$ cat config.mk
export PLATFORM = sky130hd
export DESIGN_NAME = rtc_calendar
export DESIGN_NICKNAME = d
export VERILOG_FILES = /design/src/rtl/rtc_cal_pkg.sv /design/src/rtl/rtc_commit_ctl.sv /design/src/rtl/rtc_time_ctr.sv /design/src/rtl/rtc_date_ctr.sv /design/src/rtl/rtc_calendar.sv
export SDC_FILE = /design/constraint.sdc
export NUM_CORES = 1
export LEC_CHECK = 0
export BUFFER_PORTS_ARGS = -buffer_cell sky130_fd_sc_hd__clkbuf_2
export CAP_MARGIN = 20
export CORE_ASPECT_RATIO = 1.4
export CORE_MARGIN = 2
export CORE_UTILIZATION = 59
export CTS_CLUSTER_DIAMETER = 120
export DETAILED_ROUTE_END_ITERATION = 8
export PLACE_DENSITY = 0.85
export REMOVE_ABC_BUFFERS = 1
export SYNTH_ARGS = -nofsm -noshare
export SYNTH_HDL_FRONTEND = slang
export SYNTH_HIERARCHICAL = 1
export SYNTH_SLANG_ARGS = --single-unit
export TNS_END_PERCENT = 1
$ cat constraint.sdc
create_clock -name clk -period 3.47 [get_ports clk]
set_input_delay 0.347 -clock clk [delete_from_list [all_inputs] [get_ports clk]]
set_output_delay 0.347 -clock clk [all_outputs]
set_load 0.02 [all_outputs]
$ cat src/rtl/rtc_cal_pkg.sv
package rtc_cal_pkg;

    // Register byte offsets (bus map)
    localparam int unsigned OFF_STATUS = 0;
    localparam int unsigned OFF_DATE   = 4;
    localparam int unsigned OFF_TIME   = 8;

    // Status word bit positions
    localparam int unsigned BIT_TIME_BUSY = 8;
    localparam int unsigned BIT_DATE_BUSY = 7;

    // Slow-clock enables needed to commit a staged write
    localparam int unsigned COMMIT_PULSES = 3;

    typedef struct packed {
        logic [4:0] hour;
        logic [5:0] min;
        logic [5:0] sec;
    } hms_t;

    typedef struct packed {
        logic       leap;
        logic [7:0] year;
        logic [3:0] month;
        logic [4:0] day;
    } ymd_t;

    function automatic logic [31:0] hms_pack(input hms_t t);
        logic [31:0] w;
        w        = '0;
        w[5:0]   = t.sec;
        w[13:8]  = t.min;
        w[20:16] = t.hour;
        return w;
    endfunction

    function automatic hms_t hms_unpack(input logic [31:0] w);
        hms_t t;
        t.sec  = w[5:0];
        t.min  = w[13:8];
        t.hour = w[20:16];
        return t;
    endfunction

    // Year field is yw bits wide; the leap flag sits right above it.
    function automatic logic [31:0] ymd_pack(input ymd_t d, input int unsigned yw);
        logic [31:0] w;
        w       = '0;
        w[4:0]  = d.day;
        w[11:8] = d.month;
        for (int i = 0; i < 8; i++) begin
            if (i < yw) w[16+i] = d.year[i];
        end
        w[16+yw] = d.leap;
        return w;
    endfunction

    function automatic ymd_t ymd_unpack(input logic [31:0] w, input int unsigned yw);
        ymd_t d;
        d.day   = w[4:0];
        d.month = w[11:8];
        d.year  = '0;
        for (int i = 0; i < 8; i++) begin
            if (i < yw) d.year[i] = w[16+i];
        end
        d.leap  = w[16+yw];
        return d;
    endfunction

    // Last day of a month; February depends on the stored leap flag.
    function automatic logic [4:0] month_last_day(input logic [3:0] month, input logic leap);
        case (month)
            4'd2:                      return leap ? 5'd29 : 5'd28;
            4'd4, 4'd6, 4'd9, 4'd11:   return 5'd30;
            default:                   return 5'd31;
        endcase
    endfunction

endpackage

$ cat src/rtl/rtc_commit_ctl.sv
// Stages one register write and releases it after a fixed number of
// slow-clock enables. A new write restarts the window.
module rtc_commit_ctl #(
    parameter int unsigned DATA_W = 32,
    parameter int unsigned PULSES = 3
) (
    input  logic              clk,
    input  logic              rst,
    input  logic              wr,
    input  logic [DATA_W-1:0] wdata,
    input  logic              slow_en,
    output logic              busy,
    output logic              commit,
    output logic [DATA_W-1:0] staged
);
    localparam int unsigned CNT_W = $clog2(PULSES + 1);
    localparam logic [CNT_W-1:0] LAST = CNT_W'(PULSES - 1);

    logic [CNT_W-1:0] cnt_q;

    // Final counted pulse; a write in the same cycle takes precedence.
    assign commit = busy && slow_en && (cnt_q == LAST) && !wr;

    always_ff @(posedge clk) begin
        if (rst) begin
            busy   <= 1'b0;
            cnt_q  <= '0;
            staged <= '0;
        end else if (wr) begin
            busy   <= 1'b1;
            cnt_q  <= '0;
            staged <= wdata;
        end else if (busy && slow_en) begin
            if (cnt_q == LAST) begin
                busy  <= 1'b0;
                cnt_q <= '0;
            end else begin
                cnt_q <= cnt_q + 1'b1;
            end
        end
    end
endmodule

$ cat src/rtl/rtc_time_ctr.sv
// Hours/minutes/seconds counter advanced by the one-second tick.
module rtc_time_ctr
    import rtc_cal_pkg::*;
(
    input  logic clk,
    input  logic rst,
    input  logic tick,
    input  logic hold,
    input  logic load,
    input  hms_t load_val,
    output hms_t cur,
    output logic day_carry
);
    logic step;
    logic sec_last, min_last, hour_last;

    always_comb begin
        step      = tick && !hold;
        sec_last  = cur.sec  >= 6'd59;
        min_last  = cur.min  >= 6'd59;
        hour_last = cur.hour >= 5'd23;
        day_carry = step && sec_last && min_last && hour_last;
    end

    always_ff @(posedge clk) begin
        if (rst) begin
            cur <= '0;
        end else if (load) begin
            cur <= load_val;
        end else if (step) begin
            if (!sec_last) begin
                cur.sec <= cur.sec + 1'b1;
            end else begin
                cur.sec <= '0;
                if (!min_last) begin
                    cur.min <= cur.min + 1'b1;
                end else begin
                    cur.min  <= '0;
                    cur.hour <= hour_last ? 5'd0 : cur.hour + 1'b1;
                end
            end
        end
    end
endmodule

$ cat src/rtl/rtc_date_ctr.sv
// Day/month/year counter advanced by the day carry of the time counter.
module rtc_date_ctr
    import rtc_cal_pkg::*;
#(
    parameter int unsigned YEAR_W = 8
) (
    input  logic clk,
    input  logic rst,
    input  logic adv,
    input  logic hold,
    input  logic load,
    input  ymd_t load_val,
    output ymd_t cur
);
    localparam logic [7:0] YEAR_MAX = 8'((1 << YEAR_W) - 1);

    logic       step;
    logic [4:0] last_day;

    always_comb begin
        step     = adv && !hold;
        last_day = month_last_day(cur.month, cur.leap);
    end

    always_ff @(posedge clk) begin
        if (rst) begin
            cur.leap  <= 1'b0;
            cur.year  <= '0;
            cur.month <= 4'd1;
            cur.day   <= 5'd1;
        end else if (load) begin
            cur <= load_val;
        end else if (step) begin
            if (cur.day < last_day) begin
                cur.day <= cur.day + 1'b1;
            end else begin
                cur.day <= 5'd1;
                if (cur.month < 4'd12) begin
                    cur.month <= cur.month + 1'b1;
                end else begin
                    cur.month <= 4'd1;
                    if (cur.year < YEAR_MAX) cur.year <= cur.year + 1'b1;
                end
            end
        end
    end
endmodule

$ cat src/rtl/rtc_calendar.sv
// Calendar RTC: bus decode, two deferred-commit channels, counters.
module rtc_calendar
    import rtc_cal_pkg::*;
#(
    parameter int unsigned ADDR_W = 5,
    parameter int unsigned YEAR_W = 8
) (
    input  logic              clk,
    input  logic              rst,
    input  logic              slow_en,
    input  logic              sec_tick,
    input  logic              bus_sel,
    input  logic              bus_wr,
    input  logic [ADDR_W-1:0] bus_addr,
    input  logic [31:0]       bus_wdata,
    output logic [31:0]       bus_rdata
);
    // Channel 0 = time word, channel 1 = date word
    localparam int unsigned NCH = 2;
    localparam logic [ADDR_W-1:0] A_STATUS = ADDR_W'(OFF_STATUS);
    localparam logic [ADDR_W-1:0] A_DATE   = ADDR_W'(OFF_DATE);
    localparam logic [ADDR_W-1:0] A_TIME   = ADDR_W'(OFF_TIME);

    logic [NCH-1:0] ch_wr, ch_busy, ch_commit;
    logic [31:0]    ch_wdata  [NCH];
    logic [31:0]    ch_staged [NCH];

    logic time_busy, date_busy;
    hms_t time_q;
    ymd_t date_q;
    logic day_carry;

    always_comb begin
        ch_wr[0]    = bus_sel && bus_wr && (bus_addr == A_TIME);
        ch_wr[1]    = bus_sel && bus_wr && (bus_addr == A_DATE);
        // Stage only the implemented fields
        ch_wdata[0] = hms_pack(hms_unpack(bus_wdata));
        ch_wdata[1] = ymd_pack(ymd_unpack(bus_wdata, YEAR_W), YEAR_W);
    end

    for (genvar g = 0; g < NCH; g++) begin : g_chan
        rtc_commit_ctl #(
            .DATA_W (32),
            .PULSES (COMMIT_PULSES)
        ) u_commit (
            .clk     (clk),
            .rst     (rst),
            .wr      (ch_wr[g]),
            .wdata   (ch_wdata[g]),
            .slow_en (slow_en),
            .busy    (ch_busy[g]),
            .commit  (ch_commit[g]),
            .staged  (ch_staged[g])
        );
    end

    assign time_busy = ch_busy[0];
    assign date_busy = ch_busy[1];

    rtc_time_ctr u_time (
        .clk       (clk),
        .rst       (rst),
        .tick      (sec_tick),
        .hold      (time_busy),
        .load      (ch_commit[0]),
        .load_val  (hms_unpack(ch_staged[0])),
        .cur       (time_q),
        .day_carry (day_carry)
    );

    rtc_date_ctr #(
        .YEAR_W (YEAR_W)
    ) u_date (
        .clk      (clk),
        .rst      (rst),
        .adv      (day_carry),
        .hold     (date_busy),
        .load     (ch_commit[1]),
        .load_val (ymd_unpack(ch_staged[1], YEAR_W)),
        .cur      (date_q)
    );

    always_comb begin
        bus_rdata = '0;
        if (bus_sel) begin
            if (bus_addr == A_STATUS) begin
                bus_rdata[BIT_TIME_BUSY] = time_busy;
                bus_rdata[BIT_DATE_BUSY] = date_busy;
            end else if (bus_addr == A_DATE) begin
                bus_rdata = ymd_pack(date_q, YEAR_W);
            end else if (bus_addr == A_TIME) begin
                bus_rdata = hms_pack(time_q);
            end
        end
    end
endmodule

==> impl_metrics.toml <==
[status]
outcome = "finished clean"

[power_and_ir_drop]
combPwrFrac = 0.062
peakVddDrop_mv = 0.280
swShare = 0.247
p_clk_frac = 0.383
p_leak_uw = 0.00177
seqPwrFrac = 0.554
power.density_mw_per_mm2 = 326
power.switching_uw = 393
cell_internal_pwr_uw = 1200

[critical_path]
cp-end-kind = "flop"
ff2ff_setup_slack_ns = 0.37
worstPathRequired_ns = 3.75
path_cells = "ha_1 -> o2111a_1 -> nand3_2 -> nor2_1 -> nand2b_1 -> a2111oi_4 -> nand2_1 -> or4_1 -> a31oi_1"
slowest_delay_ns = 0.50
cp-start-kind = "flop"
path_depth = 9
path_class = "flop to flop"
critPathSlowestCell = "or4_1"
critPathCapture = "u_date/cur[11]"
critical_path.max_fanout = 10
reg2reg_from = "u_time/cur[0]"
r2r_cells = 9
cp.buffers_inverters = 0
crit_start = "u_time/cur[0]"
r2r_end = "u_date/cur[11]"
crit_arrival_ns = 3.38
path_delay_family = "simple AND/OR/NAND/NOR gates"

[global_routing]
grt_max_degree = 40
grt_pass1_wl_um = 18500
antenna_found_initial = 0
grt_pass1_vias = 3933
grt.overflow.total = 0
track_usage = 0.275

[sta]
setup_ws_ns = 0.374
slew_viol_final = 0
clock-skew-final_ns = 0.00678
finalHoldViolCount = 0
fin_crit_ns = 3.10
relSlewSlack = 0.411
setup_viol = 0
grt_setup_unrepaired = "false"
fmax_ghz = 0.323
tightest_slew_ns = 0.883
post-route-period-util = 0.892

[yosys]
avgSynthCellArea_um2 = 8.75
syn-instance-count = 524
ys_warn_count = 6
netlist_area_mm2 = 0.00458

[drt]
routed_via_density = 6.34
routed_wl_um = 11400
post-route-drc-count = 0
drtIter0Drc = 379
dr.pass1.iters = 5
via_count = 4195
wl_per_cell_um = 17.2
drtAntennaViolNets = 0

[die]
ios = 75
core-area_mm2 = 0.00765
die_w_um = 78.5
die-area_mm2 = 0.00850
rows = 38
dieHeight_um = 108
start_util = 0.599

[placement]
placed_cells = 647
place_ws_ns = 0.338
port_buffers = 53
placedInstanceArea_mm2 = 0.00472
hpwlAfterDp_um = 8200
place_congestion = 0.913

[cells_and_area]
layoutNonFillerInstCount = 662
layout.nets = 611
drive_above_1_share = 0.183
antennaDiodeCount = 0
syn_to_final_growth_pct = 6.58
fin_util = 0.638
design_area_mm2 = 0.00489

[cts]
htreeDepth = 3
cts-buffers-inserted = 9
clock_latency_ns = 0.35
cts_tree = "built"
cts_hold_buf = 0
cts_sinks = 76
post_cts_resize_count = 0
post_cts_buffers = 0
cts.clk_slew.worst_paths_ns = 0.08
cts-root-buf = "clkbuf_8"
cts_max_path_buffers = 2

[run]
cap_violations = 0

[worst_hold_path]
min_path_type = "primary input to flop"
worst min-delay path by stage:
stage | from | end | depth (start not counted)
4_1_cts | bus_wdata[5] | g_chan[0].u_commit/staged[5] | 3
6_report | bus_wdata[23] | g_chan[1].u_commit/staged[23] | 3
3_3_place_gp | g_chan[0].u_commit/staged[13] | u_time/cur[11] | 2
2_1_floorplan | rst | u_date/cur[4] | 1
5_1_grt | bus_wdata[5] | g_chan[0].u_commit/staged[5] | 3
3_5_place_dp | g_chan[0].u_commit/staged[13] | u_time/cur[11] | 2
cell usage in the layout (no fill, tap or decap), types with 4 or more instances in the layout:
cell	count
nand2_1	24
ha_1	10
clkbuf_8	11
o22ai_1	6
and3_1	9
nor3b_1	4
clkbuf_2	53
inv_1	14
a31oi_1	8
conb_1	10
dfxtp_1	76
a21boi_0	4
buf_4	10
nand4_1	6
a221oi_1	5
nor2_1	66
a21oi_1	36
o21ai_0	14
and4b_1	5
mux2i_1	39
nor3_1	9
nand3_1	46
o21a_1	4
nand2b_1	4
a211oi_1	11
state kept, by name (all words and copies together), names as in the netlist:
signal and count:
g_chan.u_commit/busy 2, u_date/cur 18, u_time/cur 17, g_chan.u_commit/cnt_q 4, g_chan.u_commit/staged 35
through the flow:
stage                     power, uW  TNS (ns)  hold slack (ns)
after CTS                      1600         0            0.215
after detailed placement       1000         0            0.463
after global placement          998         0            0.449
after floorplan                 940   -0.0254            0.416
final                          1590         0            0.225
after global routing           1650         0            0.235
tightest hold or removal path, cell delays in order:
cell and delay (ns):
clkbuf_2 0.08, mux2i_1 0.05, nor2_1 0.07
power by group through the flow:
stage	clock network [uW]	registers, uW	logic (uW)
4_1_cts	619	883	97.9
2_1_floorplan	0	902	38.4
5_1_grt	655	884	108
3_3_place_gp	0	904	94.8
3_5_place_dp	0	904	97.6
6_report	610	883	99.5
cell type report:
class	instances	area, um^2
tap	100	125
sequential	76	1520
multi-input combinational	392	2650
clock inverter	2	10.0
inverter	15	56.3
fill	657	2770
timing repair buffer	64	360
clock buffer	13	159
per-layer routing:
metal	GRT usage	wire, um
met1	0.307	4390
met2	0.485	5890
met3	0.0501	699
met4	0.158	429
met5	0	0
No activity file was read; power rests on OpenSTA's default activity.
